**src/rtl/pcicfg_pkg.sv**
```systemverilog
// Shared constants and types for the configuration port decoder.
// Assumes a 16-bit I/O port space.
package pcicfg_pkg;
    localparam int unsigned IO_PORT_W = 16;
    localparam logic [IO_PORT_W-1:0] CREG_PORT = 16'h0CF8;
    localparam logic [IO_PORT_W-1:0] WIN_BASE  = 16'h0CFC;
    localparam int unsigned CREG_W = 32;

    typedef enum logic [1:0] {
        KIND_PIO  = 2'd0,
        KIND_CREG = 2'd1,
        KIND_CFG  = 2'd2,
        KIND_DROP = 2'd3
    } tgt_kind_t;
endpackage

```
**src/rtl/pcicfg_port_classify.sv**
```systemverilog
// Classifies one port access as a range error, an address-register hit,
// a data-window hit or plain I/O. Purely combinational.
// Assumes req_size is a byte count of 1, 2 or 4.
module pcicfg_port_classify
    import pcicfg_pkg::*;
#(
    parameter int unsigned PORT_IN_W = 32
) (
    input  logic                 clk,
    input  logic                 rst_n,
    input  logic [PORT_IN_W-1:0] port,
    input  logic [2:0]           size,
    output logic                 is_err,
    output logic                 hit_creg,
    output logic                 hit_win,
    output logic [IO_PORT_W-1:0] port16
);
    localparam int unsigned HI_W = PORT_IN_W - IO_PORT_W;

    // Split the port into its legal and out-of-range parts, then decode.
    always_comb begin
        port16   = port[IO_PORT_W-1:0];
        is_err   = |port[PORT_IN_W-1:IO_PORT_W];
        hit_creg = !is_err && (port16 == CREG_PORT) && (size == 3'd4);
        hit_win  = !is_err && (port16[IO_PORT_W-1:2] == WIN_BASE[IO_PORT_W-1:2]);
    end

    // an out-of-range port never also decodes as a target

    one_target_chk: assert property (@(posedge clk) disable iff (!rst_n)
        $onehot0({is_err, hit_creg, hit_win}));

    logic unused_hi;
    assign unused_hi = ^HI_W;
endmodule

```
**src/rtl/pcicfg_addr_reg.sv**
```systemverilog
// Holds the 32-bit configuration address register.
// Assumes the caller asserts wr_en only for a qualified 4-byte write to the register port.
module pcicfg_addr_reg
    import pcicfg_pkg::*;
(
    input  logic              clk,
    input  logic              rst_n,
    input  logic              wr_en,
    input  logic [CREG_W-1:0] wr_data,
    output logic [CREG_W-1:0] q
);
    // Load the register on a qualified write; clear it on reset.
    always_ff @(posedge clk) begin
        if (!rst_n)     q <= '0;
        else if (wr_en) q <= wr_data;
    end


    reg_only_on_write_chk: assert property (@(posedge clk) disable iff (!rst_n)
        !$stable(q) |-> $past(wr_en));
endmodule

```
**src/rtl/pcicfg_addr_build.sv**
```systemverilog
// Builds the target kind and physical address for one classified access,
// using the current configuration address register. Combinational.
module pcicfg_addr_build
    import pcicfg_pkg::*;
#(
    parameter int unsigned PA_W = 40,
    parameter logic [PA_W-1:0] CFG_PREFIX = 40'h80_0000_0000,
    parameter logic [PA_W-1:0] IO_PREFIX  = 40'h40_0000_0000,
    parameter logic [PA_W-1:0] REG_ADDR   = 40'h20_0000_0000
) (
    input  logic                 is_err,
    input  logic                 hit_creg,
    input  logic                 hit_win,
    input  logic                 write,
    input  logic [IO_PORT_W-1:0] port16,
    input  logic [CREG_W-1:0]    creg,
    output tgt_kind_t            kind,
    output logic [PA_W-1:0]      addr,
    output logic                 fill_ones
);
    localparam int unsigned CFG_PAD = PA_W - (CREG_W - 1);
    localparam int unsigned IO_PAD  = PA_W - IO_PORT_W;

    logic [PA_W-1:0] cfg_addr;
    logic [PA_W-1:0] io_addr;

    // Form the two candidate addresses.
    always_comb begin
        cfg_addr = CFG_PREFIX | {{CFG_PAD{1'b0}}, creg[CREG_W-2:2], port16[1:0]};
        io_addr  = IO_PREFIX  | {{IO_PAD{1'b0}}, port16};
    end

    // Select the target; the error and disabled-window cases give a dropped access.
    always_comb begin
        kind      = KIND_PIO;
        addr      = io_addr;
        fill_ones = 1'b0;
        if (is_err) begin
            kind = KIND_DROP;
            addr = '0;
        end else if (hit_creg) begin
            kind = KIND_CREG;
            addr = REG_ADDR;
        end else if (hit_win) begin
            if (creg[CREG_W-1]) begin
                kind = KIND_CFG;
                addr = cfg_addr;
            end else begin
                kind      = KIND_DROP;
                addr      = '0;
                fill_ones = !write;
            end
        end
    end
endmodule

```
**src/rtl/pcicfg_port_decoder.sv**
```systemverilog
// Top of the configuration port decoder. It classifies each I/O access,
// updates the configuration address register and registers a one-cycle response.
// Assumes at most one access per cycle and a synchronous active-low reset.
module pcicfg_port_decoder
    import pcicfg_pkg::*;
#(
    parameter int unsigned PORT_IN_W = 32,
    parameter int unsigned PA_W = 40,
    parameter logic [PA_W-1:0] CFG_PREFIX = 40'h80_0000_0000,
    parameter logic [PA_W-1:0] IO_PREFIX  = 40'h40_0000_0000,
    parameter logic [PA_W-1:0] REG_ADDR   = 40'h20_0000_0000
) (
    input  logic                 clk,
    input  logic                 rst_n,
    input  logic                 req_valid,
    input  logic [PORT_IN_W-1:0] req_port,
    input  logic [2:0]           req_size,
    input  logic                 req_write,
    input  logic [31:0]          req_wdata,
    output logic                 rsp_valid,
    output logic [1:0]           rsp_kind,
    output logic [PA_W-1:0]      rsp_addr,
    output logic                 rsp_err,
    output logic                 rsp_fill_ones
);
    logic                 is_err, hit_creg, hit_win;
    logic [IO_PORT_W-1:0] port16;
    logic [CREG_W-1:0]    creg;
    tgt_kind_t            kind_c;
    logic [PA_W-1:0]      addr_c;
    logic                 fill_c;
    logic                 creg_wr;

    pcicfg_port_classify #(.PORT_IN_W(PORT_IN_W)) classify_i (
        .clk(clk), .rst_n(rst_n), .port(req_port), .size(req_size),
        .is_err(is_err), .hit_creg(hit_creg), .hit_win(hit_win), .port16(port16)
    );

    // Qualify a register write: valid, write, 4-byte, register port.
    assign creg_wr = req_valid && req_write && hit_creg;

    pcicfg_addr_reg creg_i (
        .clk(clk), .rst_n(rst_n), .wr_en(creg_wr), .wr_data(req_wdata), .q(creg)
    );

    pcicfg_addr_build #(
        .PA_W(PA_W), .CFG_PREFIX(CFG_PREFIX), .IO_PREFIX(IO_PREFIX), .REG_ADDR(REG_ADDR)
    ) build_i (
        .is_err(is_err), .hit_creg(hit_creg), .hit_win(hit_win), .write(req_write),
        .port16(port16), .creg(creg), .kind(kind_c), .addr(addr_c), .fill_ones(fill_c)
    );

    // Register the response one cycle after the access.
    always_ff @(posedge clk) begin
        if (!rst_n) begin
            rsp_valid     <= 1'b0;
            rsp_kind      <= KIND_PIO;
            rsp_addr      <= '0;
            rsp_err       <= 1'b0;
            rsp_fill_ones <= 1'b0;
        end else begin
            rsp_valid     <= req_valid;
            rsp_kind      <= kind_c;
            rsp_addr      <= addr_c;
            rsp_err       <= req_valid && is_err;
            rsp_fill_ones <= req_valid && fill_c;
        end
    end


    rsp_follows_req_chk: assert property (@(posedge clk) disable iff (!rst_n)
        rsp_valid |-> $past(req_valid));


    cfg_prefix_chk: assert property (@(posedge clk) disable iff (!rst_n)
        (rsp_valid && rsp_kind == KIND_CFG) |-> ((rsp_addr & CFG_PREFIX) == CFG_PREFIX));


    err_is_drop_chk: assert property (@(posedge clk) disable iff (!rst_n)
        rsp_err |-> (rsp_kind == KIND_DROP && rsp_addr == '0));


    fill_only_drop_chk: assert property (@(posedge clk) disable iff (!rst_n)
        rsp_fill_ones |-> (rsp_kind == KIND_DROP && !rsp_err));
endmodule

```
**config.mk**
```make
export PLATFORM = sky130hd
export DESIGN_NAME = pcicfg_port_decoder
export DESIGN_NICKNAME = d
export VERILOG_FILES = /design/src/rtl/pcicfg_pkg.sv /design/src/rtl/pcicfg_port_classify.sv /design/src/rtl/pcicfg_addr_reg.sv /design/src/rtl/pcicfg_addr_build.sv /design/src/rtl/pcicfg_port_decoder.sv
export SDC_FILE = /design/constraint.sdc
export NUM_CORES = 1
export LEC_CHECK = 0
export BUFFER_PORTS_ARGS = -buffer_cell sky130_fd_sc_hd__buf_2
export CAP_MARGIN = 20
export CORE_MARGIN = 5
export CORE_UTILIZATION = 50
export DETAILED_ROUTE_END_ITERATION = 8
export PLACE_DENSITY = 0.84
export SLEW_MARGIN = 20
export SYNTH_ARGS = -nofsm -noshare
export SYNTH_HDL_FRONTEND = slang
export SYNTH_SLANG_ARGS = --single-unit
```
**constraint.sdc**
```tcl
create_clock -name clk -period 2.4 [get_ports clk]
set_clock_uncertainty 0.15 [all_clocks]
set_input_delay 0.24 -clock clk [delete_from_list [all_inputs] [get_ports clk]]
set_output_delay 0.24 -clock clk [all_outputs]
set_load 0.01 [all_outputs]
```
# Word-level counts from Yosys, hierarchy flattened
# Index checks and enable logic that the tools add are counted.
[word_totals] ff_bits=77 inputBits=71
[classes] eq_ne=3 mux=11 n_bitwise=3 n_reduce_logical=14
[op_table] operator="$mux 40" n=1
[op_table] operator="$mux 39" n=1
[op_table] operator="$mux 38" n=1
[op_table] operator="$reduce_or 20->1" n=1
[op_table] operator="$reduce_or 19->1" n=1
[op_table] operator="$reduce_or 18->1" n=1
[op_table] operator="$reduce_or 17->1" n=1
[op_table] operator="$eq 16x12->1 const B" n=1
[op_table] operator="$reduce_or 16->1" n=1
[op_table] operator="$eq 14x10->1 const B" n=1
[op_table] operator="$logic_and 1x1->1" n=7
[op_table] operator="$mux 2" n=3
[op_table] operator="$mux 1" n=5
[op_table] operator="$eq 3x3->1 const B" n=1
[op_table] operator="$not 1->1" n=3
[op_table] operator="$logic_not 1->1" n=2

# Longest topological paths before layout
# Gate-level depths: netlist of run 1.
[depth] ltp_word=7 ltp_mapped=6 ltp_nobuf=4

# Modules after synthesis
# From an unflattened synthesis of run 1, not the netlist that was laid out.
[unflattened] hier_cells=312 area_unflattened_um2=3298.2
[by_module_without_submodules] mod="pcicfg_port_decoder" n_inst=1 cells_per_inst=95 area_each_um2=1265.0
[by_module_without_submodules] mod="pcicfg_addr_reg" n_inst=1 cells_per_inst=103 area_each_um2=1243.7
[by_module_without_submodules] mod="pcicfg_addr_build" n_inst=1 cells_per_inst=83 area_each_um2=515.5
[by_module_without_submodules] mod="pcicfg_port_classify" n_inst=1 cells_per_inst=31 area_each_um2=274.0

# Worst setup path after synthesis of run 1
# OpenSTA, ideal clock, no wires.
[synth_timing] kind="in2reg" from="input req_port[2]" to="register creg_i.q[10]" setup_time_ns=0.072 arrival_time_ns=1.523 t_required_ns=2.178 slack_ns=0.655 path_stages=6 path_buffers=2 cell_sequence="buf_6 > nor4_4 > nand3_2 > nor4_4 > buf_6 > mux2i_1"
[synth_between] elab_chain_cells=4
[synth_lines] element="from (decl)" line="pcicfg_port_decoder.sv:16" source="input logic [PORT_IN_W-1:0] req_port,"
[synth_lines] element="$eq 16x12->1" line="pcicfg_port_classify.sv:24" source="hit_creg = !is_err && (port16 == CREG_PORT) && (size == 3'd4);"
[synth_lines] element="$logic_and 1x1->1 (2 in series)" line="pcicfg_port_classify.sv:24"
[synth_lines] element="$logic_and 1x1->1" line="pcicfg_port_decoder.sv:40" source="assign creg_wr = req_valid && req_write && hit_creg;"
[synth_lines] element="to (signal assigned)" line="pcicfg_addr_reg.sv:15" source="else if (wr_en) q <= wr_data;"
[synth_lines] element="to (decl)" line="pcicfg_addr_reg.sv:10" source="output logic [CREG_W-1:0] q"
# No other way between the ends.
# A chain may end at the register's enable or synchronous reset.

# Final worst setup path of run 1
[layout_timing] from="input req_port[13]" to="register creg_i.q[23]"
# The elaborated chain is that of the path after synthesis.

==> flow_summary.rst, run 1 <==
.. list-table::
   :header-rows: 1

   * - Metric
     - Value
   * - Class of the worst hold path
     - primary input to register
   * - Synth area leader
     - dfxtp_1
   * - Leading cell types in the layout, fill and taps excluded
     - buf_2 (107), dfxtp_1 (69), nand2_1 (64)
   * - Number of instances in the synthesized netlist
     - 290
   * - Half-perimeter wire length of the detailed placement result
     - 4.77 mm
   * - Clock network latency to the later pin of the worst-skew pair
     - 0.34 ns
   * - IO Pins
     - 116
   * - Fillers
     - 397
   * - Register bit count reported by yosys
     - 69
   * - Post-route cell area
     - 3680 µm²
   * - Total routing resource utilization after global routing
     - 20.4%
   * - IO Port Bufs
     - 107
   * - Result of the run
     - finished clean
   * - Number of global-route vias before repair
     - 2493
   * - Crit path launch type
     - primary input
   * - Clk root buf
     - clkbuf_8
   * - Initial cell density of the core
     - 51.6%
   * - Post-CTS Setup Bufs
     - 0
   * - Total detailed-routing wirelength
     - 6.95 mm
   * - 1st-iter DRT viols
     - 80
   * - Power density over cell area
     - 588 nW/µm²
   * - Post-detailed-route via-to-cell ratio
     - 4.91
   * - Remaining global-route overflow
     - 0
   * - Worst slew pin tran
     - 0.676 ns
   * - Die outline width
     - 82.8 µm
   * - Antenna cell count
     - 0
   * - Number of flops mapped to enable cells by yosys
     - 0
   * - Layout overhead on the synthesized area
     - 39.0%
   * - Synthesized area per cell
     - 9.14 µm²
   * - Site Rows
     - 26
   * - RSZ-0062 raised after global routing
     - no
   * - Area of the mapped netlist
     - 2650 µm²
   * - RePlAce Congestion
     - 0.759
   * - Total negative slack
     - 0 ns
   * - Number of H-tree branching levels
     - 3
   * - Number of hold-slack violations in the final timing report
     - 0
   * - Cells after DPL
     - 454
   * - Cts bufs inserted
     - 9
   * - Leading cell type in the layout, fill and taps excluded
     - buf_2
   * - Yosys warns
     - 0
   * - Clock input transition at the sequential cells of the worst setup and hold paths
     - 0.07 ns
   * - Clk sinks
     - 69
   * - Area of the placeable core
     - 5140 µm²
   * - Die Area
     - 6860 µm²
   * - Slew Viols, Final
     - 0
   * - Largest net degree at the start of global routing
     - 28
   * - Layout cells sized above 1
     - 31.5%
   * - Max Buffers Root-to-Sink
     - 2
   * - Total via count after detailed routing
     - 2448
   * - Slew headroom
     - 54.7%
   * - Pre-Repair DR Iteration Count
     - 4
   * - Fin nets
     - 495
   * - Placement Cell Area
     - 3220 µm²
   * - Post-route ant nets
     - 0
   * - TritonCTS clock tree
     - done
   * - Worst setup EP type
     - register
   * - Share of the synthesized area in the top cell type
     - 52.1%
   * - FF-to-FF setup slack
     - 1.03 ns
   * - Worst Setup Path Type
     - primary input to register
   * - Share of synthesized registers carrying an async set or reset
     - 0%
   * - Most used flip-flop cell after synthesis
     - dfxtp_1
   * - Number of max-cap violations
     - 0
   * - Min Clock Period, post-route
     - 2.18 ns
   * - VDD IR max
     - 0.420 mV
   * - Most area-consuming cells after synthesis
     - dfxtp_1 (52%), mux2i_1 (11%), nand2_1 (9.1%), nor3_1 (3.8%), inv_1 (2.5%)
   * - Final routed DRC violation total
     - 0
   * - Initial antenna violation count
     - 0
   * - Count of final setup violators
     - 0
   * - Crit share post-route
     - 90.7%
   * - Height of the chip
     - 82.8 µm
   * - Fmax
     - 459 MHz
   * - Count of unique library cells instantiated by Yosys
     - 27
   * - Final core utilization
     - 71.7%
   * - Leakage power summed over all cells
     - 1.59 nW
   * - Sequential fraction of the synthesis area
     - 52.1%
   * - Drt wl/cell
     - 13.9 µm
   * - Hold_ws
     - 0.00901 ns
   * - Layout Cells excl Fill
     - 499
   * - Maximum fanout along the worst path
     - 17
   * - Data required time of the critical path
     - 2.52 ns
   * - CP arrival
     - 2.30 ns
   * - First-pass GRT wire length
     - 11.4 mm
## synthesized netlist by cell type (3+ instances only)
master and number:
inv_1 18, nand4_1 9, a21oi_1 8, nor2_1 10, buf_4 6, nor3_1 20, a41oi_1 6, nor4_1 5
clkbuf_1 16, and4_1 3, dfxtp_1 69, buf_6 4, nand2_1 64, o21ai_0 9, mux2i_1 30
## metrics by stage
stage / setup WS, ns / power (W)
3_5_place_dp: 0.380 / 0.00130
4_1_cts: 0.205 / 0.00218
5_1_grt: 0.102 / 0.00226
2_1_floorplan: 0.655 / 0.00124
6_report: 0.223 / 0.00217
3_3_place_gp: 0.406 / 0.00130
## per-layer routing
layer,part of all wire [%],wire (µm),track usage (%)
met4,0.79,55,4.46
met2,52,3600,36.3
met3,7.4,517,8.61
met5,0,0,0
met1,40,2780,22.6
## layout make-up
cell class                 instances  area (µm²)  share of cell area (%)
sequential                        69        1380                    37.5
clock inverter                     4        22.5                   0.611
clock buffer                      12         155                    4.21
tap                               70        87.6                    2.38
timing repair buffer             145         906                    24.6
inverter                          18        67.6                    1.83
multi-input combinational        181        1060                    28.9
## worst paths after layout
check                                               start                        end  cells past startpoint
worst min register to register  creg_i.q[16]$_SDFFE_PN0P_    rsp_addr[16]$_SDFF_PP0_                      2
worst max register to register  creg_i.q[31]$_SDFFE_PN0P_   rsp_fill_ones$_SDFF_PN0_                      3
worst min-delay path                        req_wdata[13]  creg_i.q[13]$_SDFFE_PN0P_                      3
worst max-delay path                         req_port[13]  creg_i.q[23]$_SDFFE_PN0P_                      7
## where the power goes
group          switching (W)  internal [W]  leakage [nW]  total, W
Sequential       0.000000720       0.00115         0.557   0.00115
Combinational      0.0000746     0.0000908         0.941  0.000165
Clock               0.000427      0.000426        0.0921  0.000854
Total               0.000502       0.00166          1.59   0.00217
## state kept, by name (all words and copies together), names as in the netlist
signal,flops
creg_i.q,30
rsp_addr,34
rsp_err,1
rsp_fill_ones,1
rsp_kind,2
rsp_valid,1
## kinds of logic (layout without fill, tap and decap cells)
kind of cell | count (synthesis) | count (layout) | share of synthesized area (%)
AOI/OAI and AO/OA | 25 | 25 | 5.71
buffers and inverters | 45 | 179 | 8.40
DFF | 69 | 69 | 52.1
muxes | 30 | 30 | 11.3
other | 1 | 6 | 0.142
and+or+nand+nor | 120 | 120 | 22.3
## what timing repair did
item,4_1_cts,5_1_grt
endpoints found under the hold margin,27,2
resized for setup,0,0
hold buffers,27,2
## critical path: stages
cell           delay [ns]
dlygate4sd3_1        0.54
buf_2                0.13
nor3_1               0.27
nand4_1              0.21
nor4_4               0.30
buf_4                0.34
mux2i_1              0.24
Note: power is estimated with default switching activity, not from simulation.
==> run 2: changes to the inputs <==
--- a/config.mk
+++ b/config.mk
@@ -6,7 +6,7 @@
 export NUM_CORES = 1
 export LEC_CHECK = 0
 export BUFFER_PORTS_ARGS = -buffer_cell sky130_fd_sc_hd__buf_2
-export CAP_MARGIN = 20
+export CORE_ASPECT_RATIO = 0.7
 export CORE_MARGIN = 5
 export CORE_UTILIZATION = 50
 export DETAILED_ROUTE_END_ITERATION = 8
==> run 2 against run 1 <==
Fmax is 3.3% lower. Non-clock buffer count is 6 lower. First-iteration DRC count is 63% higher. Clock power is 22% higher. Power is 8.6% higher. Via count is 0.45% higher. Hold slack better by 0.011 ns. Sequential cell count stayed put.
==> flow_summary.rst, run 2 (synthesis results as in run 1) <==
.. list-table::
   :header-rows: 1

   * - Metric
     - Value
   * - Largest register by flop count
     - rsp_addr
   * - Share of power burned in the clock network
     - 44.1% (+4.7 points)
   * - Layout overhead on the synthesized area
     - 39.6%
   * - Hold_ws
     - 0.0199 ns (+0.0108 ns)
   * - Layout cells sized above 1
     - 31.4% (about the same)
   * - Post-detailed-route via-to-cell ratio
     - 4.97 (+1.3%)
   * - Number of H-tree branching levels
     - 3 (unchanged)
   * - Die Area
     - 6880 µm² (+0.34%)
   * - Total via count after detailed routing
     - 2459 (+0.45%)
   * - Cts bufs inserted
     - 9 (unchanged)
   * - Number of global-route vias before repair
     - 2533 (+1.6%)
   * - Power density over cell area
     - 636 nW/µm² (+8.2%)
   * - Total negative slack
     - 0 ns (unchanged)
   * - First-pass GRT wire length
     - 11.9 mm (+4.6%)
   * - Antenna cell count
     - 0 (unchanged)
   * - Switching Share
     - 20.3% (-2.9 points)
   * - Leakage power summed over all cells
     - 1.59 nW (-0.21%)
   * - Post-route ant nets
     - 0 (unchanged)
   * - Worst slew pin tran
     - 0.810 ns (+0.134 ns)
   * - FF-to-FF setup slack
     - 0.65 ns (-0.38 ns)
   * - Min Clock Period, post-route
     - 2.25 ns (+0.0744 ns)
   * - IO Port Bufs
     - 107 (unchanged)
   * - Leading registers by flop count
     - rsp_addr x34, creg_i.q x30, rsp_kind x2
   * - TritonCTS clock tree
     - done
   * - Class of the worst hold path
     - primary input to register
   * - Final routed DRC violation total
     - 0 (unchanged)
   * - Share of power burned in combinational logic
     - 7.1% (-0.5 points)
   * - Combined area of the multi-input logic cells
     - 1070 µm² (+0.47%)
   * - RSZ-0062 raised after global routing
     - no
   * - IO Pins
     - 116 (unchanged)
   * - Fmax
     - 444 MHz (-3.3%)
   * - Remaining global-route overflow
     - 0 (unchanged)
   * - Worst-path cell chain
     - dlygate4sd3_1, buf_2, nor3_1, nand4_1, nor4_4, buf_12, mux2i_1
   * - VDD IR max
     - 0.512 mV (+22%)
   * - Pre-Repair DR Iteration Count
     - 4 (unchanged)
   * - Leading cell type in the layout, fill and taps excluded
     - buf_2
   * - Leading cell types in the layout, fill and taps excluded
     - buf_2 (107), dfxtp_1 (69), nand2_1 (64)
   * - Number of hold-slack violations in the final timing report
     - 0 (unchanged)
   * - Clk root buf
     - clkbuf_8
   * - CP arrival
     - 2.36 ns (+0.06 ns)
   * - Fin nets
     - 489 (-1.2%)
   * - Maximum fanout along the worst path
     - 30 (+13)
   * - Clk sinks
     - 69 (unchanged)
   * - Count of final setup violators
     - 0 (unchanged)
   * - Clock input transition at the sequential cells of the worst setup and hold paths
     - 0.07 ns (about the same)
   * - Clock network latency to the later pin of the worst-skew pair
     - 0.33 ns (about the same)
   * - Slowest stage delay, CP
     - 0.54 ns (about the same)
   * - Total detailed-routing wirelength
     - 7.06 mm (+1.6%)
   * - Height of the chip
     - 70.9 µm (-14%)
   * - Half-perimeter wire length of the detailed placement result
     - 4.78 mm (+0.33%)
   * - Worst setup EP type
     - register
   * - Internal portion of total power
     - 0.00188 W (+13%)
   * - Post-CTS Setup Bufs
     - 0 (unchanged)
   * - 1st-iter DRT viols
     - 130 (+63%)
   * - RePlAce Congestion
     - 0.765 (+0.80%)
   * - Crit path launch type
     - primary input
   * - Data required time of the critical path
     - 2.51 ns (about the same)
   * - Post-route cell area
     - 3700 µm² (+0.41%)
   * - Slew Viols, Final
     - 0 (unchanged)
   * - Number of max-cap violations
     - 0 (unchanged)
   * - Result of the run
     - finished clean
   * - Area of the placeable core
     - 5200 µm² (+1.2%)
   * - Drt wl/cell
     - 14.3 µm (+2.4%)
   * - Largest net degree at the start of global routing
     - 39 (+39%)
   * - Max Buffers Root-to-Sink
     - 2 (unchanged)
   * - Register cell area after layout
     - 1380 µm² (unchanged)
   * - Initial antenna violation count
     - 0 (unchanged)
   * - Initial cell density of the core
     - 50.9% (-0.62 points)
   * - Fillers
     - 432 (+8.8%)
   * - Site Rows
     - 22 (-15%)
   * - Net Sw Power
     - 0.000478 W (-4.8%)
   * - Slew headroom
     - 45.7% (-9.0 points)
   * - Placement Cell Area
     - 3210 µm² (-0.23%)
   * - Number of flip-flops in the largest register
     - 34 (unchanged)
   * - Die outline width
     - 97.0 µm (+17%)
   * - Sequential fraction of design power
     - 48.8% (-4.2 points)
   * - Critical-path cell with the highest stage delay
     - dlygate4sd3_1
   * - Worst Setup Path Type
     - primary input to register
   * - Crit share post-route
     - 93.8% (+3.1 points)
   * - Total routing resource utilization after global routing
     - 21.6% (+1.2 points)
==> run 2: cell count changes in the layout (fill, tap and decap cells not counted) <==
cell           previous run  this run
bufinv_16                 0         2
dlygate4sd3_1            29        26
buf_4                     8         4
clkinv_2                  3         2
nand3_1                   1         0
buf_12                    1         2
nand3_2                   1         2
clkinvlp_4                1         0
==> run 2: what timing repair did <==
action	CTS	global route
hold endpoints to repair	25	1
gates resized for setup	0	1
endpoints found under the setup margin	0	1
hold buffers	25	1
==> run 2: area by class of cell <==
cell class | instances | share of cell area, %
clock buffer | 12 | 4.19
inverter | 18 | 1.83
tap | 72 | 2.43
multi-input combinational | 181 | 28.9
clock inverter | 4 | 1.89
sequential | 69 | 37.3
timing repair buffer | 139 | 23.4
==> run 2: critical path: cells and delay by family <==
kind	cells	cell delay (ns)
buffers and inverters	3	0.95
AND/OR/NAND/NOR	3	0.91
multiplexers	1	0.24
==> run 2: path summary, 6_finish.rpt <==
kind                                           startpoint                        end  depth (start not counted)
worst min register to register  creg_i.q[21]$_SDFFE_PN0P_    rsp_addr[21]$_SDFF_PP0_                          2
worst max register to register  creg_i.q[31]$_SDFFE_PN0P_    rsp_addr[16]$_SDFF_PP0_                          2
worst max-delay path                         req_port[13]  creg_i.q[27]$_SDFFE_PN0P_                          7
worst min-delay path                        req_wdata[12]  creg_i.q[12]$_SDFFE_PN0P_                          3
==> run 2: power by group through the flow <==
stage	registers (W)	clock network (W)	logic, W
after detailed placement	0.00117	0	0.000132
after global routing	0.00115	0.00111	0.000185
final	0.00115	0.00104	0.000167
after floorplan	0.00118	0	0.0000595
after global placement	0.00117	0	0.000128
after CTS	0.00115	0.00106	0.000164
==> run 2: per-stage QoR <==
stage	power (W)	util, %	std cells	setup slack (ns)
4_1_cts	0.00237	70.8	494	0.174
3_5_place_dp	0.00131	61.7	453	0.378
2_1_floorplan	0.00124	-	295	0.655
6_report	0.00235	71.1	495	0.149
5_1_grt	0.00244	71.1	495	0.0147
3_3_place_gp	0.00130	61.7	453	0.452
==> run 2: routing by layer <==
metal	vias to the layer above	track usage [%]	part of all wire (%)
met1	1122	25.8	42
met2	107	35.8	48
met5	-	0	0
met3	9	8.18	8.5
met4	0	8.26	1.2
li1	1221	-	-
==> run 3: changes to the inputs <==
--- a/config.mk
+++ b/config.mk
@@ -10,7 +10,7 @@
 export CORE_MARGIN = 5
 export CORE_UTILIZATION = 50
 export DETAILED_ROUTE_END_ITERATION = 8
-export PLACE_DENSITY = 0.84
+export PLACE_DENSITY_LB_ADDON = 0.15
 export SLEW_MARGIN = 20
 export SYNTH_ARGS = -nofsm -noshare
 export SYNTH_HDL_FRONTEND = slang
==> run 3 against run 2 <==
Global-route usage decreased by 1.1 points. Sequential share of layout area fell by 1.7 points. Critical path depth stayed put. Sequential power is essentially flat. Hold slack better by 0.0024 ns. Power grew 9.6%. Register-to-register slack better by 0.05 ns. First-iteration DRC count down 24%. Cell area is 4.8% higher. Clock-buffer cell count fell by 2.
==> flow_summary.rst, run 3 (synthesis results as in run 1) <==
.. list-table::
   :header-rows: 1

   * - Metric
     - Value
   * - Worst setup EP type
     - register
   * - Clk sinks
     - 69 (unchanged)
   * - Largest net degree at the start of global routing
     - 35 (-10%)
   * - Leading cell type in the layout, fill and taps excluded
     - buf_2
   * - Clk root buf
     - clkbuf_8
   * - Initial cell density of the core
     - 50.9% (unchanged)
   * - Final routed DRC violation total
     - 0 (unchanged)
   * - Post-route ant nets
     - 0 (unchanged)
   * - RePlAce Congestion
     - 0.788 (+3.0%)
   * - Crit path launch type
     - primary input
   * - Leading cell types in the layout, fill and taps excluded
     - buf_2 (107), dfxtp_1 (69), nand2_1 (64)
   * - Final Total Pwr
     - 0.00258 W (+9.6%)
   * - Fillers
     - 388 (-10%)
   * - Reg-to-reg endpoint
     - rsp_addr[30]$_SDFF_PP0_
   * - Fmax
     - 455 MHz (+2.5%)
   * - Number of hold-slack violations in the final timing report
     - 0 (unchanged)
   * - Wire length on met3
     - 534 µm (-11%)
   * - Worst Hold Launch
     - req_port[5]
   * - Worst hold path stage count
     - 3 (unchanged)
   * - Slew headroom
     - 51.2% (+5.5 points)
   * - WL met2
     - 3.17 mm (-6.2%)
   * - Min Clock Period, post-route
     - 2.20 ns (-0.0550 ns)
   * - Critical-path cell with the highest stage delay
     - dlygate4sd3_1
   * - Crit share post-route
     - 91.5% (-2.3 points)
   * - Hold endpoint
     - rsp_addr[5]$_SDFF_PP0_
   * - Total detailed-routing wirelength
     - 6.86 mm (-2.8%)
   * - Total via count after detailed routing
     - 2459 (unchanged)
   * - Result of the run
     - finished clean
   * - Critical R2R Launch
     - creg_i.q[31]$_SDFFE_PN0P_
   * - Cell count of the worst reg-to-reg path
     - 3 (+1)
   * - Maximum fanout along the worst path
     - 14 (-53%)
   * - Count of final setup violators
     - 0 (unchanged)
   * - Half-perimeter wire length of the detailed placement result
     - 4.47 mm (-6.6%)
   * - # resized after CTS
     - 0 (unchanged)
   * - Max Buffers Root-to-Sink
     - 2 (unchanged)
   * - IO Pins
     - 116 (unchanged)
   * - Layout overhead on the synthesized area
     - 46.4%
   * - IO Port Bufs
     - 107 (unchanged)
   * - Number of flip-flops in the largest register
     - 34 (unchanged)
   * - Number of max-cap violations
     - 0 (unchanged)
   * - M1 WL
     - 3.08 mm (+2.8%)
   * - Site Rows
     - 22 (unchanged)
   * - Initial antenna violation count
     - 0 (unchanged)
   * - Post-detailed-route via-to-cell ratio
     - 4.83 (-2.8%)
   * - First-pass GRT wire length
     - 11.3 mm (-4.9%)
   * - Data required time of the critical path
     - 2.45 ns (-0.06 ns)
   * - Total negative slack
     - 0 ns (unchanged)
   * - TritonCTS clock tree
     - done
   * - Drt wl/cell
     - 13.5 µm (-5.5%)
   * - Die Area
     - 6880 µm² (unchanged)
   * - Leakage power summed over all cells
     - 1.67 nW (+5.0%)
   * - Antenna cell count
     - 0 (unchanged)
   * - Clock input transition at the sequential cells of the worst setup and hold paths
     - 0.07 ns (about the same)
   * - Buffer and inverter count on the worst path
     - 3 (unchanged)
   * - Leading registers by flop count
     - rsp_addr x34, creg_i.q x30, rsp_kind x2
   * - Total routing resource utilization after global routing
     - 20.5% (-1.1 points)
   * - Worst Setup Path Type
     - primary input to register
   * - Cts bufs inserted
     - 9 (unchanged)
   * - Area of the placeable core
     - 5200 µm² (unchanged)
   * - RSZ-0062 raised after global routing
     - no
   * - Worst-path cell chain
     - dlygate4sd3_1, buf_2, and4bb_2, nand4_1, buf_4, o21ai_0, nor4bb_1
   * - Clock network latency to the later pin of the worst-skew pair
     - 0.34 ns (about the same)
   * - Slew Viols, Final
     - 0 (unchanged)
   * - Highest metal layer with signal wires
     - met4
   * - Slowest stage delay, CP
     - 0.54 ns (about the same)
   * - Fin nets
     - 503 (+2.9%)
   * - Pre-Repair DR Iteration Count
     - 4 (unchanged)
   * - Power density over cell area
     - 665 nW/µm² (+4.6%)
   * - Die outline width
     - 97.0 µm (unchanged)
   * - Number of H-tree branching levels
     - 3 (unchanged)
   * - FF-to-FF setup slack
     - 0.70 ns (+0.05 ns)
   * - Layout cells sized above 1
     - 30.7% (-0.78 points)
   * - Post-CTS Setup Bufs
     - 0 (unchanged)
   * - Height of the chip
     - 70.9 µm (unchanged)
   * - Largest register by flop count
     - rsp_addr
   * - Worst slew pin tran
     - 0.728 ns (-0.0818 ns)
   * - Number of global-route vias before repair
     - 2444 (-3.5%)
   * - Cell class contributing the biggest share of worst-path delay
     - buffers and inverters
   * - 1st-iter DRT viols
     - 99 (-24%)
   * - CP arrival
     - 2.25 ns (-0.11 ns)
   * - Remaining global-route overflow
     - 0 (unchanged)
   * - VDD IR max
     - 0.403 mV (-21%)
   * - Class of the worst hold path
     - primary input to register
==> run 3: how the worst max path moves through the flow <==
stage | from | to | cells past startpoint
global route | req_port[12] | rsp_addr[30]$_SDFF_PP0_ | 6
global placement | req_port[13] | creg_i.q[13]$_SDFFE_PN0P_ | 6
detailed placement | req_port[22] | creg_i.q[16]$_SDFFE_PN0P_ | 6
finish | req_port[14] | rsp_addr[1]$_SDFF_PP0_ | 7
floorplan | req_port[2] | creg_i.q[10]$_SDFFE_PN0P_ | 6
CTS | req_port[13] | rsp_fill_ones$_SDFF_PN0_ | 7
==> run 3: cell type report <==
cell class                      count  area, µm²  share of cell area, %
Multi-Input combinational cell    181       1060                   27.5
Timing Repair Buffer              153       1000                   25.9
Tap cell                           72       90.1                   2.32
Inverter                           18       67.6                   1.74
Sequential cell                    69       1380                   35.6
Clock buffer                       10        138                   3.55
Clock inverter                      6        134                   3.45
==> run 3: tightest hold or removal path: stages <==
cell	delay, ns
buf_2	0.10
o21ai_0	0.06
a21oi_1	0.06
==> run 3: timing repair <==
action                                 4_1_cts  5_1_grt
hold buffers                                38        1
setup endpoints to repair                    0        0
endpoints found under the hold margin       38        1
==> run 3: per-layer routing <==
metal | vias up | GRT usage [%]
met2 | 97 | 33.3
met4 | 0 | 6.07
met3 | 10 | 8.28
li1 | 1247 | -
met5 | - | 0
met1 | 1105 | 25.4
==> run 3: report_power, final <==
part | internal, W | switching, W | total, W
Clock | 0.000823 | 0.000427 | 0.00125
Combinational | 0.000103 | 0.0000788 | 0.000181
Sequential | 0.00115 | 0.00000112 | 0.00115
Total | 0.00207 | 0.000507 | 0.00258
==> run 3: per-stage QoR <==
stage / hold slack [ns] / std cells / util, % / area (µm²) / setup WS (ns)
after floorplan: 0.167 / 295 / - / 2670 / 0.655
after global placement: 0.272 / 454 / 61.8 / 3220 / 0.477
after detailed placement: 0.275 / 454 / 61.8 / 3220 / 0.432
after CTS: 0.000371 / 508 / 74.4 / 3870 / 0.233
after global routing: 0.0112 / 509 / 74.6 / 3880 / 0.0463
final: 0.0222 / 509 / 74.6 / 3880 / 0.204
